--- config.mk ---
export PLATFORM = sky130hd
export DESIGN_NAME = pin_irq_ctrl
export DESIGN_NICKNAME = d
export VERILOG_FILES = /design/src/rtl/pin_irq_pkg.sv /design/src/rtl/pin_irq_tick.sv /design/src/rtl/pin_irq_filter.sv /design/src/rtl/pin_irq_regs.sv /design/src/rtl/pin_irq_ctrl.sv
export SDC_FILE = /design/constraint.sdc
export NUM_CORES = 1
export LEC_CHECK = 0
export BUFFER_PORTS_ARGS = -buffer_cell sky130_fd_sc_hd__buf_2
export CORE_MARGIN = 2
export CORE_UTILIZATION = 50
export DETAILED_ROUTE_END_ITERATION = 8
export GPL_ROUTABILITY_DRIVEN = 0
export PLACE_DENSITY = 0.77
export SLEW_MARGIN = 10
export SYNTH_ARGS = -nofsm -noshare
export SYNTH_HDL_FRONTEND = slang
export SYNTH_HIERARCHICAL = 1
export SYNTH_SLANG_ARGS = --single-unit
export TNS_END_PERCENT = 50
--- constraint.sdc ---
create_clock -name clk -period 3 [get_ports clk]
set_clock_uncertainty 0.05 [all_clocks]
set_input_delay 0.15 -clock clk [delete_from_list [all_inputs] [get_ports clk]]
set_output_delay 0.15 -clock clk [all_outputs]
set_load 0.01 [all_outputs]
--- src/rtl/pin_irq_pkg.sv ---
package pin_irq_pkg;

    localparam int NPINS = 8;
    localparam int FLT_W = 4;
    localparam int ADDR_W = 3;

    localparam logic [ADDR_W-1:0] A_ENABLE = 3'd0;
    localparam logic [ADDR_W-1:0] A_POLAR  = 3'd1;
    localparam logic [ADDR_W-1:0] A_FLAGS  = 3'd2;
    localparam logic [ADDR_W-1:0] A_FLEN   = 3'd3;
    localparam logic [ADDR_W-1:0] A_LEVEL  = 3'd4;

    typedef struct packed {
        logic [NPINS-1:0] enable;
        logic [NPINS-1:0] rising;
        logic [NPINS-1:0] flag;
        logic [FLT_W-1:0] flen;
    } pin_regs_t;

    function automatic logic [NPINS-1:0] next_flags(
        input logic [NPINS-1:0] cur,
        input logic [NPINS-1:0] clr,
        input logic [NPINS-1:0] evt
    );
        return (cur & ~clr) | evt;
    endfunction

endpackage

--- src/rtl/pin_irq_tick.sv ---
module pin_irq_tick (
    input  logic clk,
    input  logic rst,
    input  logic stop_mode,
    input  logic lp_clk,
    output logic tick
);
    logic [2:0] lp_sync;

    always_ff @(posedge clk) begin
        if (rst) lp_sync <= '0;
        else     lp_sync <= {lp_sync[1:0], lp_clk};
    end

    always_comb begin
        if (stop_mode) tick = lp_sync[1] & ~lp_sync[2];
        else           tick = 1'b1;
    end
endmodule

--- src/rtl/pin_irq_filter.sv ---
module pin_irq_filter #(
    parameter int CW = pin_irq_pkg::FLT_W
) (
    input  logic          clk,
    input  logic          rst,
    input  logic          tick,
    input  logic          raw,
    input  logic [CW-1:0] len,
    output logic          level,
    output logic          accept
);
    logic [1:0]    sync;
    logic [CW-1:0] cnt;
    logic          differs;

    always_comb begin
        differs = sync[1] != level;
        accept  = differs && tick && (cnt >= len);
    end

    always_ff @(posedge clk) begin
        if (rst) begin
            sync  <= '0;
            cnt   <= '0;
            level <= 1'b0;
        end else begin
            sync <= {sync[0], raw};
            if (!differs) begin
                cnt <= '0;
            end else if (accept) begin
                level <= sync[1];
                cnt   <= '0;
            end else if (tick) begin
                cnt <= cnt + 1'b1;
            end
        end
    end
endmodule

--- src/rtl/pin_irq_regs.sv ---
module pin_irq_regs
    import pin_irq_pkg::*;
(
    input  logic              clk,
    input  logic              rst,
    input  logic [ADDR_W-1:0] bus_addr,
    input  logic              bus_wr,
    input  logic [NPINS-1:0]  bus_wdata,
    input  logic [NPINS-1:0]  evt,
    input  logic [NPINS-1:0]  level,
    output pin_regs_t         regs,
    output logic [NPINS-1:0]  bus_rdata
);
    logic [NPINS-1:0] clr;

    always_comb begin
        clr = (bus_wr && bus_addr == A_FLAGS) ? bus_wdata : '0;
    end

    always_ff @(posedge clk) begin
        if (rst) begin
            regs <= '0;
        end else begin
            regs.flag <= next_flags(regs.flag, clr, evt);
            if (bus_wr) begin
                case (bus_addr)
                    A_ENABLE: regs.enable <= bus_wdata;
                    A_POLAR:  regs.rising <= bus_wdata;
                    A_FLEN:   regs.flen   <= bus_wdata[FLT_W-1:0];
                    default:  ;
                endcase
            end
        end
    end

    always_comb begin
        case (bus_addr)
            A_ENABLE: bus_rdata = regs.enable;
            A_POLAR:  bus_rdata = regs.rising;
            A_FLAGS:  bus_rdata = regs.flag;
            A_FLEN:   bus_rdata = {{(NPINS-FLT_W){1'b0}}, regs.flen};
            A_LEVEL:  bus_rdata = level;
            default:  bus_rdata = '0;
        endcase
    end
endmodule

--- src/rtl/pin_irq_ctrl.sv ---
module pin_irq_ctrl
    import pin_irq_pkg::*;
(
    input  logic              clk,
    input  logic              rst,
    input  logic              stop_mode,
    input  logic              lp_clk,
    input  logic [NPINS-1:0]  pad_in,
    input  logic [ADDR_W-1:0] bus_addr,
    input  logic              bus_wr,
    input  logic [NPINS-1:0]  bus_wdata,
    output logic [NPINS-1:0]  bus_rdata,
    output logic              irq,
    output logic              wake
);
    logic             tick;
    logic [NPINS-1:0] level;
    logic [NPINS-1:0] accept;
    logic [NPINS-1:0] evt;
    pin_regs_t        regs;

    pin_irq_tick u_tick (
        .clk(clk), .rst(rst), .stop_mode(stop_mode),
        .lp_clk(lp_clk), .tick(tick)
    );

    for (genvar i = 0; i < NPINS; i++) begin : g_pin
        pin_irq_filter #(.CW(FLT_W)) u_filt (
            .clk(clk), .rst(rst), .tick(tick), .raw(pad_in[i]),
            .len(regs.flen), .level(level[i]), .accept(accept[i])
        );
        // new level equals the chosen polarity: 1 for rising, 0 for falling
        assign evt[i] = accept[i] && (~level[i] == regs.rising[i]);
    end

    pin_irq_regs u_regs (
        .clk(clk), .rst(rst), .bus_addr(bus_addr), .bus_wr(bus_wr),
        .bus_wdata(bus_wdata), .evt(evt), .level(level),
        .regs(regs), .bus_rdata(bus_rdata)
    );

    always_comb begin
        irq  = |(regs.flag & regs.enable);
        wake = stop_mode & irq;
    end
endmodule

==> summary.md <==
| Metric | Value |
|---|---|
| Outcome | complete, no violations |
| Vias per cell | 5.49 |
| Max_cap viols | 0 |
| Synth unique cells | 40 |
| Clock buffer depth | 2 |
| FMAX | 408 MHz |
| Syn Area/Cell | 9.53 um^2 |
| First-pass GRT wire length | 18400 um |
| DRT antenna net count | 0 |
| Largest net degree at the start of global routing | 55 |
| Placed Area | 5480 um^2 |
| Proportion of layout cells with a drive suffix above 1 | 0.181 |
| DP Wirelength | 7790 um |
| CTS clock-pin slew for the worst setup and hold paths | 0.09 ns |
| Comb power frac | 0.100 |
| Post-CTS Setup Bufs | 0 |
| Yosys reg bits | 87 |
| Antenna Cells | 0 |
| # IOs | 34 |
| EDFF count, synth | 0 |
| Asr flop ratio synth | 0 |
| Register-to-Register Path Depth | 8 |
| Routed wire length per instance | 14.8 um |
| CTS Buf Count | 9 |
| Sw Pwr | 0.565 mW |
| Die area | 11100 um^2 |
| TNS Setup | 0 ns |
| Post-synthesis sequential area ratio | 0.339 |
| Via count | 4022 |
| # resized after CTS | 0 |
| Slew @ Worst Pin | 0.895 ns |
| CTS tree | built |
| Setup-failing EPs final | 0 |
| Worst setup path end | u_regs/regs[9] |
| Dpl ws | 0.593 ns |
| Critical path peak fanout | 10 |
| Final Cycle Share | 0.818 |
| Post-Place Cells | 703 |
| Synth area leader | dfxtp_1 |
| Cell Area, Synth | 5140 um^2 |
| Worst Path Required | 3.15 ns |
| Max-slew violation count | 0 |
| Initial Util | 0.507 |
| Die H | 105 um |
| Remaining DRCs | 0 |
| Critical Path AT | 2.60 ns |
| Final worst slack | 0.546 ns |
| Initial antenna violation count | 0 |
| Site row count | 37 |
| Critical path capture point type | flip-flop |
| Critical Path Start | u_regs/regs[0] |
| Post-Syn Instances | 540 |
| Reg-to-reg startpoint | u_regs/regs[0] |
| Hold_buf cts | 14 |
| GR Util All Layers | 0.206 |
| Max VDD drop | 0.261 mV |
| Clk pwr share | 0.370 |
| Pwr Density | 388 nW/um^2 |
| Fin crit period | 2.45 ns |
| Worst flop-to-flop path endpoint | u_regs/regs[9] |
| Core footprint | 10100 um^2 |
| Syn Nets | 604 |
| Worst reg-to-reg setup slack | 0.55 ns |
| Startpoint Class | flip-flop |
| Hold path startpoint | bus_wdata[1] |
| Root buffer cell | clkbuf_8 |
| RSZ-0062 raised after global routing | no |
| H-tree Lvls | 3 |
| Internal power | 1.69 mW |
| Drt pass-1 iters | 7 |
| Clk Latency, worst-skew pair | 0.36 ns |
| Layout Cells excl Fill | 733 |
| Crit path kind | reg -> reg |
| HP Class | in -> reg |
| Area contributors post-synth | dfxtp_1 (34%), ha_1 (9.7%), nand2b_1 (5.8%) |
| Top cell type's share of synthesized area | 0.339 |
| Post-layout util | 0.574 |
| Pwr Total | 2.26 mW |
| Hold slack | 0.00674 ns |
| Final WL | 10900 um |
| Most used DFF post-synth | dfxtp_1 |
| Final Hold Fails | 0 |
| Die Width | 105 um |
| Warnings from Yosys | 6 |
| Sw frac | 0.250 |
| Lkg Pwr | 2.24 nW |
| Vias in the first global route | 3929 |
| Drt initial violations | 143 |
| Area Growth Syn to Fin | 13.2% |
| Seq pwr share | 0.530 |
| Final instance area | 5820 um^2 |
| Grt ovf | 0 |
| Port Buffers | 33 |
| Rel. slew slack | 0.404 |
| Number of clock sinks | 87 |
| Final nets | 656 |
-- critical path, cell delays in order, from the launching register on --
cell	delay [ns]
dfxtp_1	0.68
ha_1	0.33
nand2b_4	0.14
a2111oi_4	0.44
nor3b_2	0.13
and2_2	0.21
and2_1	0.14
nor2_1	0.11
a311oi_1	0.06
-- synth_stat cells (all sizes together), types with 3 or more instances --
cell,instances
dfxtp,87
nand2b,56
inv,42
ha,40
nor2,38
a21oi,32
nand2,29
nor2b,28
mux2i,25
xor2,24
o211ai,20
and2,16
o22ai,12
a22oi,10
o21a,10
nand4,9
nor3b,9
a2111oi,8
a311oi,8
buf,8
nor3,8
nand3b,5
clkbuf,4
mux2,3
-- cell families after synthesis --
logic type,synth area share
mux,0.0552
buf+inv,0.0440
fa+ha+maj,0.0973
compound gates,0.169
xor+xnor,0.0409
flops,0.339
simple gates,0.255
-- per-layer routing --
layer,vias up,wire [um],global-route usage,part of all wire
met2,103,5200,0.343,0.48
met5,-,0,0,0
met3,23,445,0.0383,0.041
met4,0,272,0.0838,0.025
met1,1910,4960,0.260,0.46
li1,1986,-,-,-
-- layout by cell type (no fill, tap or decap), drive strengths merged --
| cell type | count |
|---|---|
| nand2 | 29 |
| a22oi | 10 |
| nor2b | 28 |
| a21oi | 32 |
| o21ai | 1 |
| ha | 40 |
| o211ai | 20 |
| nand4 | 9 |
| a41oi | 1 |
| nand3 | 1 |
| and2 | 16 |
| mux2 | 3 |
| o21a | 10 |
| clkinv | 4 |
| buf | 39 |
| and4bb | 1 |
| mux2i | 25 |
| nor4bb | 1 |
| a311oi | 8 |
| dlygate4sd3 | 14 |
| dfxtp | 87 |
| nor2 | 38 |
| bufinv | 1 |
| o22ai | 12 |
| nand3b | 5 |
| nand2b | 56 |
| a2111oi | 8 |
| nor3 | 8 |
| nor4b | 1 |
| inv | 42 |
| xor2 | 24 |
| or2 | 1 |
| nor3b | 9 |
| clkbuf | 11 |
| or4b | 1 |
| nand4b | 1 |
-- area by class of cell --
class	count	area [um^2]
clock buffer	11	141
fill	860	4320
timing repair buffer	53	363
inverter	42	158
tap	136	170
sequential	87	1740
clock inverter	5	57.6
multi-input combinational	399	3190
-- sequential cells by signal (all words and copies together) (netlist names) --
signal	cells
g_pin.u_filt/cnt	32
u_tick/lp_sync	3
g_pin.u_filt/sync	16
g_pin.u_filt/level	8
u_regs/regs	28
-- power by group through the flow --
stage               sequential [mW]  combinational, mW  clock, mW
floorplan                      1.22              0.148          0
global placement               1.22              0.206          0
detailed placement             1.22              0.211          0
CTS                            1.20              0.226      0.863
global route                   1.20              0.249      0.904
finish                         1.20              0.227      0.835
-- how the worst min path moves through the flow --
stage | end | depth (start not counted)
global placement | g_pin[5].u_filt/sync[0] | 2
floorplan | u_tick/lp_sync[2] | 1
CTS | u_regs/regs[6] | 2
finish | u_regs/regs[5] | 2
global route | u_regs/regs[6] | 2
detailed placement | g_pin[1].u_filt/sync[0] | 2
Note: power is estimated with default switching activity, not from simulation.
